==> src/rtl/iqd_pkg.sv <==
package iqd_pkg;

  typedef enum logic {
    WANT_I = 1'b0,
    WANT_Q = 1'b1
  } pair_ph_e;

  // a strobe edge is a high sample after a low sample
  function automatic logic rising(input logic now_v, input logic was_v);
    return now_v & ~was_v;
  endfunction

  // a control hold that ended before reaching the sleep threshold
  function automatic logic short_hold(input int unsigned cnt, input int unsigned hold);
    return (cnt != 0) && (cnt < hold);
  endfunction

endpackage

==> src/rtl/iqd_edge.sv <==
module iqd_edge
  import iqd_pkg::*;
(
  input  logic clk,
  input  logic rst_n,
  input  logic lvl,
  output logic rise
);
  logic prev;

  always_ff @(posedge clk or negedge rst_n) begin
    if (!rst_n) prev <= 1'b0;
    else        prev <= lvl;
  end

  assign rise = rising(lvl, prev);
endmodule

==> src/rtl/iqd_hold_disc.sv <==
module iqd_hold_disc
  import iqd_pkg::*;
#(
  parameter int HOLD = 4
) (
  input  logic clk,
  input  logic rst_n,
  input  logic ctl,
  output logic asleep,
  output logic rst_evt,
  output logic wake_evt
);
  localparam int CW = $clog2(HOLD + 1);
  localparam logic [CW-1:0] HOLD_C = CW'(HOLD);

  logic [CW-1:0] cnt;

  always_ff @(posedge clk or negedge rst_n) begin
    if (!rst_n) begin
      cnt    <= '0;
      asleep <= 1'b0;
    end else if (ctl) begin
      if (cnt != HOLD_C) cnt <= cnt + 1'b1;
      if (cnt >= HOLD_C - 1'b1) asleep <= 1'b1;
    end else begin
      cnt    <= '0;
      asleep <= 1'b0;
    end
  end

  assign rst_evt  = !ctl && short_hold(int'(cnt), HOLD);
  assign wake_evt = !ctl && asleep;
endmodule

==> src/rtl/iqd_pairer.sv <==
module iqd_pairer
  import iqd_pkg::*;
#(
  parameter int DW = 10
) (
  input  logic          clk,
  input  logic          rst_n,
  input  logic          cap,
  input  logic          sel,
  input  logic [DW-1:0] din,
  input  logic          rel,
  input  logic          clr_all,
  input  logic          clr_pair,
  output logic [DW-1:0] i_out,
  output logic [DW-1:0] q_out,
  output logic          upd,
  output logic          rdy
);
  pair_ph_e      ph;
  logic [DW-1:0] i_pend;
  logic [DW-1:0] pair_i;
  logic [DW-1:0] pair_q;

  always_ff @(posedge clk or negedge rst_n) begin
    if (!rst_n) begin
      ph     <= WANT_I;
      i_pend <= '0;
      pair_i <= '0;
      pair_q <= '0;
      rdy    <= 1'b0;
      i_out  <= '0;
      q_out  <= '0;
      upd    <= 1'b0;
    end else if (clr_all) begin
      ph     <= WANT_I;
      i_pend <= '0;
      pair_i <= '0;
      pair_q <= '0;
      rdy    <= 1'b0;
      i_out  <= '0;
      q_out  <= '0;
      upd    <= 1'b0;
    end else if (clr_pair) begin
      ph  <= WANT_I;
      rdy <= 1'b0;
      upd <= 1'b0;
    end else begin
      upd <= rel && rdy;
      if (rel && rdy) begin
        i_out <= pair_i;
        q_out <= pair_q;
        rdy   <= 1'b0;
      end
      if (cap) begin
        if (sel) begin
          i_pend <= din;
          ph     <= WANT_Q;
        end else if (ph == WANT_Q) begin
          pair_i <= i_pend;
          pair_q <= din;
          rdy    <= 1'b1;
          ph     <= WANT_I;
        end
      end
    end
  end
endmodule

==> src/rtl/iq_deinterleaver.sv <==
module iq_deinterleaver #(
  parameter int DW   = 10,
  parameter int HOLD = 4
) (
  input  logic          clk,
  input  logic          rst_n,
  input  logic [DW-1:0] data_in,
  input  logic          sel_i,
  input  logic          wr_strb,
  input  logic          ld_strb,
  input  logic          rst_sleep,
  output logic [DW-1:0] i_word,
  output logic [DW-1:0] q_word,
  output logic          pair_stb,
  output logic          asleep
);
  logic wr_rise, ld_rise;
  logic rst_evt, wake_evt;
  logic busy, cap_ok, rel_ok;
  logic pair_rdy;

  iqd_edge u_wr_edge (.clk(clk), .rst_n(rst_n), .lvl(wr_strb), .rise(wr_rise));
  iqd_edge u_ld_edge (.clk(clk), .rst_n(rst_n), .lvl(ld_strb), .rise(ld_rise));

  iqd_hold_disc #(.HOLD(HOLD)) u_disc (
    .clk(clk), .rst_n(rst_n), .ctl(rst_sleep),
    .asleep(asleep), .rst_evt(rst_evt), .wake_evt(wake_evt)
  );

  assign busy   = rst_sleep | asleep;
  assign cap_ok = wr_rise & ~busy;
  assign rel_ok = ld_rise & ~busy;

  iqd_pairer #(.DW(DW)) u_pair (
    .clk(clk), .rst_n(rst_n), .cap(cap_ok), .sel(sel_i), .din(data_in),
    .rel(rel_ok), .clr_all(rst_evt), .clr_pair(wake_evt),
    .i_out(i_word), .q_out(q_word), .upd(pair_stb), .rdy(pair_rdy)
  );
endmodule

==> config.mk <==
export PLATFORM = sky130hd
export DESIGN_NAME = iq_deinterleaver
export DESIGN_NICKNAME = d
export VERILOG_FILES = /design/src/rtl/iqd_pkg.sv /design/src/rtl/iqd_edge.sv /design/src/rtl/iqd_hold_disc.sv /design/src/rtl/iqd_pairer.sv /design/src/rtl/iq_deinterleaver.sv
export SDC_FILE = /design/constraint.sdc
export NUM_CORES = 1
export LEC_CHECK = 0
export CORE_MARGIN = 3
export CORE_UTILIZATION = 30
export DETAILED_ROUTE_END_ITERATION = 12
export PLACE_DENSITY = 0.54
export RECOVER_POWER = 50
export SLEW_MARGIN = 25
export SYNTH_ARGS = -nofsm -noshare
export SYNTH_HDL_FRONTEND = slang
export SYNTH_SLANG_ARGS = --single-unit
==> constraint.sdc <==
create_clock -name clk -period 3.8 [get_ports clk]
set_input_delay 1.14 -clock clk [delete_from_list [all_inputs] [get_ports clk]]
set_output_delay 1.14 -clock clk [all_outputs]
set_load 0.02 [all_outputs]
---- Word-level counts from Yosys, hierarchy flattened ----
Cells that the tools add are included.
cells by class
  add/sub/neg operators ................... 1
  order comparisons ....................... 2
  equal/unequal tests ..................... 5
  muxes and demuxes ....................... 36
  bitwise gates (word level) .............. 8
  reduce and logical (&&, ||, !) cells .... 14
operators by type and width
  cell                   count
  $mux W10               20
  $mux W1                14
  $reduce_bool A2 Y1     4
  $mux W3                2
  $ne A2 B1 Y1 const B   3
  $reduce_bool A3 Y1     2
  $and A1 B1 Y1          4
  $logic_and A1 B1 Y1    4
  $reduce_and A4 Y1      1
  $add A3 B1 Y3 const B  1
  $ge A3 B2 Y1 const B   1
  $lt A3 B3 Y1 const B   1
  $ne A3 B3 Y1 const B   1
  $not A1 Y1             3
  $reduce_and A3 Y1      1
  $ne A2 B2 Y1 const B   1
  $reduce_and A2 Y1      1
  $logic_not A1 Y1       1
  $or A1 B1 Y1           1
word-level totals
  flip-flop bits (word level) ............. 59
  input bits .............................. 16
  output and inout port bits .............. 22
  logic and storage cells ................. 78

---- Logic depth before layout (Yosys ltp) ----
Gate-level depths: netlist of the first run.
  depth in word-level cells ............... 10
  depth in mapped cells ................... 7
  gate-level depth less buffers ........... 5

---- Cells and area by module ----
A second synthesis of the first run with hierarchy kept.
unflattened totals
  cells, all modules ...................... 197
  area total of the unflattened synthesis .. 2577.5 µm²
modules (own cells, without submodules)
  module            times used  cells each  area each (µm²)  sequential area each (µm²)
  iqd_pairer        1           169         2252.2           1326.3
  iqd_hold_disc     1           22          232.7            100.1
  iqd_edge          2           2           38.8             25.0
  iq_deinterleaver  1           2           15.0             0.0

---- Worst setup path after synthesis of the first run ----
No wires, ideal clock.
  path type ............................... input -> register
  start point ............................. input port rst_sleep
  end point ............................... register u_pair.i_pend[0]
  library setup time ...................... 0.130 ns
  data arrival time ....................... 1.912 ns
  required time ........................... 3.670 ns
  setup slack ............................. 1.758 ns
  stages .................................. 5
  buffers on the path ..................... 2
  cell sequence ........................... or3_1 buf_6 buf_6 nand2_2 mux2i_1
between the ends
  word-level cells in the longest chain between the ends .. 5
  elaborated cells on any way between the ends .. 11
  those cells by class .................... eq/ne: 1; mux: 1; bitwise: 3; reduce/logical: 6
RTL lines
  item                                 RTL line                text
  start, declared                      iq_deinterleaver.sv:11  input logic rst_sleep,
  $or A1 B1 Y1                         iq_deinterleaver.sv:30  assign busy = rst_sleep | asleep;
  $not A1 Y1                           iq_deinterleaver.sv:31  assign cap_ok = wr_rise & ~busy;
  $and A1 B1 Y1                        iq_deinterleaver.sv:31
  $reduce_bool A2 Y1 (no source line)  --
  $reduce_and A3 Y1 (no source line)   --
  end signal, assigned                 iqd_pairer.sv:56        i_pend <= din;
  end, declared                        iqd_pairer.sv:20        logic [DW-1:0] i_pend;
Parallel ways exist; a longest one is shown, timed or not.
A chain may end at the register's enable or synchronous reset.

---- Worst setup path after layout of the first run ----
Ends and elaborated chain as after synthesis.

==> results.sh, run 1 <==
export IMPL_status="finished clean"
export IMPL_overflow=0
export IMPL_sw_frac_of_total_pct=29.79
export IMPL_finalHoldViolations=0
export IMPL_finalSetupViolCount=0
export IMPL_fin_ws_ns=0.9590
export IMPL_slew_limit_headroom_pct=1.136
export IMPL_p_seq_share_pct=47.2
export IMPL_grt_pass1_wl_mm=8.383
export IMPL_synth_seq_cells=59
export IMPL_ir_drop_mv=0.1673
export IMPL_rows=33
export IMPL_yosys_warnings=0
export IMPL_die_h_um=98.49
export IMPL_cts_tree="done"
export IMPL_viasPerCell=4.430
export IMPL_synth_top_cells_by_area="dfrtp_1, mux2i_1, nand2_1"
export IMPL_numPortBuffers=37
export IMPL_cp_data_required_time_ns=3.98
export IMPL_drt_initial_drc_count=98
export IMPL_maxCapViolations=0
export IMPL_dpl_cell_area_um2=2984
export IMPL_drt_wl_total_mm=4.869
export IMPL_start_util_pct=31.08
export IMPL_synth_avg_cell_area_um2=11.94
export IMPL_core_um2=8258
export IMPL_dieArea_um2=9700
export IMPL_synthCells=215
export IMPL_cpPeakStageDelay_ns=0.79
export IMPL_grt_max_degree=36
export IMPL_ant_nets=0
export IMPL_syn_num_nets=234
export IMPL_slew_viol_final=0
export IMPL_vias=1608
export IMPL_grt_pass1_vias=1703
export IMPL_critical_path_top_delay_family="buffers and inverters"
export IMPL_dr_pass1_iters=4
export IMPL_cp_max_fo=35
export IMPL_die_w_um=98.49
export IMPL_pre_cts_slack_ns=0.7197
export IMPL_place_gp_congestion=0.7134
export IMPL_power_frac_comb_pct=20.0
export IMPL_critPathLaunchType="primary input"
export IMPL_synthDominantCellAreaShare_pct=57.53
export IMPL_hold_path_class="register to register"
export IMPL_dp_cells=348
export IMPL_crit_path_end_kind="register"
export IMPL_yosysSeqAreaShare_pct=57.53
export IMPL_drc=0
export IMPL_rsz0062_at_grt="no"
export IMPL_setup_tns_ns=0
export IMPL_min_period_over_period_pct=74.76
export IMPL_tightest_slew_ns=1.483
export IMPL_cts_resized=0
export IMPL_cts_sinks=59
export IMPL_cts_setup_buffers=0
export IMPL_clockBufferDepth=2
export IMPL_ys_types=26
export IMPL_p_sw_uw=463.0
export IMPL_crit_buf_inv=2
export IMPL_arrival_ns=3.03
export IMPL_utilization_pct=38.26
export IMPL_post_route_min_period_ns=2.841
export IMPL_clk_pin_slew_ns=0.06
export IMPL_n_antenna_cell=0
export IMPL_crit_chain="dlygate4sd3_1 > or3_2 > buf_12 > nand2_1 > mux2i_1"
export IMPL_hold_buffers=0
export IMPL_p_per_area_nw_per_um2=492.0
export IMPL_root_buffer="clkbuf_8"
export IMPL_dp_hpwl_mm=3.225
export IMPL_internal_power_mw=1.091
export IMPL_p_clk_share_pct=32.8
export IMPL_skew_ns=0.005846
export IMPL_grt_use_total_pct=11.16
export IMPL_antenna_found_initial=0
export IMPL_clock_latency_ns=0.33
export IMPL_postLayoutCellArea_um2=3159
export IMPL_crit_type="primary input to register"
export IMPL_htree_levels=3
export IMPL_pin_count=38
export IMPL_yosysTopAreaCell="dfrtp_1"
export IMPL_cts_buffers=9
export IMPL_cp_slowest_cell="or3_2"
export IMPL_p_leak_nw=1.573
export IMPL_drive_gt1_share_pct=12.40
export IMPL_nNetsFinal=273
export IMPL_fmax_mhz=352.0
export IMPL_area_delta_synth_final_pct=23.11
export IMPL_routedWlPerCell_um=13.41
export IMPL_synth_area_um2=2566
export IMPL_finalNonFillerCells=363
metrics by stage:
step	hold WS, ns	power, mW
after detailed placement	0.5224	1.064
after global routing	0.5474	1.663
after CTS	0.5265	1.589
final	0.5233	1.554
after floorplan	0.5014	1.013
after global placement	0.5150	1.057
power groups by stage:
stage / logic, mW / registers, mW / clock network [mW]
2_1_floorplan: 0.273 / 0.740 / 0
3_3_place_gp: 0.314 / 0.743 / 0
3_5_place_dp: 0.319 / 0.745 / 0
4_1_cts: 0.318 / 0.734 / 0.536
5_1_grt: 0.356 / 0.744 / 0.563
6_report: 0.310 / 0.734 / 0.510
cells in the mapped netlist, drive strengths merged:
library cell	count
a2111oi	1
nand2	63
dfrtp	59
nand3	3
and3	1
or3b	1
a21boi	1
nor2b	2
and4b	1
ha	3
xnor2	1
clkbuf	3
nor2	6
a21oi	2
mux2i	50
a31oi	1
nor3	1
inv	4
o22a	1
or3	1
buf	10
placed cells by master, fill, tap and decap left out, drive strengths merged, types with 4 or more instances in the layout:
cell type,instances
clkbuf,15
clkdlybuf4s50,28
nand2,63
nor2,6
mux2i,50
dfrtp,59
inv,4
dlygate4sd3,8
worst min-delay path, delay by kind of cell (launching register included):
kind	cells	cell delay, ns
and+or+nand+nor	1	0.06
muxes	1	0.06
DFF	1	0.37
final timing paths:
kind / endpoint / slack [ns] / startpoint / depth (start not counted)
max reg2reg: u_pair.i_pend[0]$_DFFE_PN0P_ / 1.72 / u_disc.cnt[0]$_DFFE_PN0P_ / 6
min: u_pair.i_out[7]$_DFFE_PN0P_ / 0.52 / u_pair.i_out[7]$_DFFE_PN0P_ / 2
min in group asynchronous: u_pair.i_out[5]$_DFFE_PN0P_ / 1.15 / rst_n / 1
min reg2reg: u_pair.i_out[7]$_DFFE_PN0P_ / 0.52 / u_pair.i_out[7]$_DFFE_PN0P_ / 2
max in group asynchronous: u_pair.i_out[1]$_DFFE_PN0P_ / 1.15 / rst_n / 2
max: u_pair.i_pend[0]$_DFFE_PN0P_ / 0.96 / rst_sleep / 5
cells by family after synthesis:
| kind of cell | Yosys count | synth area share [%] |
|---|---|---|
| AND/OR/NAND/NOR | 79 | 13.65 |
| flip-flops | 59 | 57.53 |
| multiplexers | 50 | 19.50 |
| buffers and inverters | 17 | 5.851 |
| AO/OA/AOI/OAI | 6 | 1.658 |
| adder cells (fa/ha/maj) | 3 | 1.463 |
| XOR/XNOR | 1 | 0.3414 |
cell type report:
class,instances,area [um2]
repair buffers,41,416.7
inverters,4,15.01
clock inverters,2,10.01
flip-flops and latches,59,1476
fillers,829,5099
well taps,105,131.4
clock buffers,13,168.9
multi-input cells,139,940.9
per-layer routing:
layer  GRT usage (%)  up-vias  share of wire, %
li1                -      797                 -
met1           15.28      775                50
met2           15.96       27                45
met3           2.335        9               2.9
met4           7.248        0               2.4
met5               0        -                 0
sequential cells by signal, summed over array words and instances, names as in the netlist:
register and count:
u_pair.ph 1, u_pair.upd 1, u_disc.cnt 3, u_pair.pair_q 10, u_pair.i_out 10, u_pair.rdy 1
u_pair.pair_i 10, u_ld_edge.prev 1, u_pair.i_pend 10, u_pair.q_out 10, u_disc.asleep 1, u_wr_edge.prev 1
(Power assumes the default switching activity.)
==> run 2: changes to the inputs <==
==> constraint.sdc (replaced) <==
create_clock -name clk -period 2.9 [get_ports clk]
set_input_delay 0.87 -clock clk [delete_from_list [all_inputs] [get_ports clk]]
set_output_delay 0.87 -clock clk [all_outputs]
set_load 0.02 [all_outputs]
==> run 2 against run 1 <==
Compared with the run above:
- sequential cell count unchanged
- register-to-register slack worse by 0.63 ns
- worst hold slack improved by 0.0017 ns
- non-clock buffer count grew 2
- via count is 0.44% higher
- routed wire length rose by 2.5%
- total power rose by 32%
- final cell count is 0.55% higher
- critical endpoint is now u_pair.i_pend[9]$_DFFE_PN0P_
- highest routed layer unchanged
==> results.sh, run 2 (synthesis results as in run 1) <==
export IMPL_nNetsFinal=275
export IMPL_drive_gt1_share_pct=12.69
export IMPL_pre_cts_slack_ns=0.3862
export IMPL_r2r_end="u_pair.i_pend[6]$_DFFE_PN0P_"
export IMPL_start_util_pct=31.08
export IMPL_antenna_found_initial=0
export IMPL_crit_path_end_kind="register"
export IMPL_cts_tree="done"
export IMPL_cpPeakStageDelay_ns=0.67
export IMPL_maxCapViolations=0
export IMPL_grt_pass1_wl_mm=8.514
export IMPL_hold_buffers=0
export IMPL_clockBufferDepth=2
export IMPL_p_per_area_nw_per_um2=648.7
export IMPL_dp_hpwl_mm=3.094
export IMPL_numPortBuffers=37
export IMPL_r2r_slack_ns=1.09
export IMPL_min_period_over_period_pct=83.22
export IMPL_finalPower_mw=2.056
export IMPL_cp_max_fo=11
export IMPL_grt_max_degree=61
export IMPL_startpoint="rst_sleep"
export IMPL_ir_drop_mv=0.2451
export IMPL_area_delta_synth_final_pct=23.50
export IMPL_dieArea_um2=9700
export IMPL_status="finished clean"
export IMPL_rows=33
export IMPL_hold_path_class="register to register"
export IMPL_rsz0062_at_grt="no"
export IMPL_setup_tns_ns=0
export IMPL_finalSetupViolCount=0
export IMPL_root_buffer="clkbuf_8"
export IMPL_cts_sinks=59
export IMPL_final_common_cell="dfrtp_1"
export IMPL_worstReg2RegStart="u_disc.cnt[0]$_DFFE_PN0P_"
export IMPL_die_h_um=98.49
export IMPL_drt_wl_total_mm=4.989
export IMPL_arrival_ns=2.66
export IMPL_overflow=0
export IMPL_viasPerCell=4.425
export IMPL_core_um2=8258
export IMPL_slew_limit_headroom_pct=2.241
export IMPL_cp_data_required_time_ns=3.14
export IMPL_ant_nets=0
export IMPL_drc=0
export IMPL_crit_chain="dlygate4sd3_1 > nor2_1 > nand3_1 > clkbuf_1 > mux2i_1"
export IMPL_critPathCapture="u_pair.i_pend[9]$_DFFE_PN0P_"
export IMPL_finalHoldViolations=0
export IMPL_fin_ws_ns=0.4866
export IMPL_htree_levels=3
export IMPL_fmax_mhz=414.3
export IMPL_drt_initial_drc_count=68
export IMPL_dr_pass1_iters=4
export IMPL_crit_type="primary input to register"
export IMPL_place_gp_congestion=0.6518
export IMPL_reg2reg_depth=6
export IMPL_n_antenna_cell=0
export IMPL_tightest_slew_ns=1.466
export IMPL_critPathLaunchType="primary input"
export IMPL_p_leak_nw=1.559
export IMPL_final_cell_mix="dfrtp_1, nand2_1, mux2i_1, clkdlybuf4s50_1, clkbuf_8"
export IMPL_clock_latency_ns=0.33
export IMPL_cts_setup_buffers=0
export IMPL_vias=1615
export IMPL_grt_use_total_pct=11.12
export IMPL_slew_viol_final=0
export IMPL_routedWlPerCell_um=13.67
export IMPL_die_w_um=98.49
export IMPL_cts_buffers=9
export IMPL_cp_slowest_cell="clkbuf_1"
export IMPL_skew_ns=0.01007
export IMPL_post_route_min_period_ns=2.413
export IMPL_cts_resized=0
export IMPL_clk_pin_slew_ns=0.06
export IMPL_pin_count=38
export IMPL_grt_pass1_vias=1657
==> run 2: final cells by class <==
type	instances	area, um2
fillers	854	5089
well taps	105	131.4
clock inverters	2	10.01
multi-input cells	139	938.4
clock buffers	13	168.9
repair buffers	43	429.2
flip-flops and latches	59	1476
inverters	4	15.01
==> run 2: metal layers <==
| layer | part of all wire [%] | global-route usage (%) |
|---|---|---|
| met2 | 44 | 15.91 |
| met5 | 0 | 0 |
| met3 | 5.5 | 3.468 |
| met1 | 48 | 15.30 |
| met4 | 1.8 | 5.357 |
==> run 2: how the worst min path moves through the flow <==
stage                                              end                         start  cells after the start  slack, ns
after floorplan            u_pair.i_out[8]$_DFFE_PN0P_  u_pair.pair_i[8]$_DFFE_PN0P_                      2       0.50
after global placement    u_pair.pair_i[9]$_DFFE_PN0P_  u_pair.pair_i[9]$_DFFE_PN0P_                      2       0.51
after detailed placement   u_pair.q_out[8]$_DFFE_PN0P_   u_pair.q_out[8]$_DFFE_PN0P_                      2       0.52
after CTS                  u_pair.i_out[7]$_DFFE_PN0P_  u_pair.pair_i[7]$_DFFE_PN0P_                      2       0.53
after global routing      u_pair.i_pend[8]$_DFFE_PN0P_  u_pair.i_pend[8]$_DFFE_PN0P_                      2       0.54
final                      u_pair.i_out[9]$_DFFE_PN0P_   u_pair.i_out[9]$_DFFE_PN0P_                      2       0.52
==> run 2: critical path: cells and delay by family <==
| kind | cells | cell delay, ns |
|---|---|---|
| buf+inv | 2 | 1.30 |
| mux | 1 | 0.26 |
| simple gates | 2 | 0.21 |
==> run 2: through the flow <==
| step | hold slack (ns) | util, % | area [um2] | cells |
|---|---|---|---|---|
| after floorplan | 0.5014 | - | 2566 | 215 |
| after global placement | 0.5133 | 36.32 | 2999 | 350 |
| after detailed placement | 0.5175 | 36.32 | 2999 | 350 |
| after CTS | 0.5293 | 38.48 | 3178 | 365 |
| after global routing | 0.5405 | 38.38 | 3169 | 365 |
| final | 0.5250 | 38.38 | 3169 | 365 |
==> run 2: power by group <==
group / internal (mW) / leakage [nW] / switching (mW)
clock: 0.373 / 0.0953 / 0.312
combinational: 0.151 / 0.652 / 0.259
sequential: 0.907 / 0.811 / 0.0538
total: 1.43 / 1.56 / 0.625
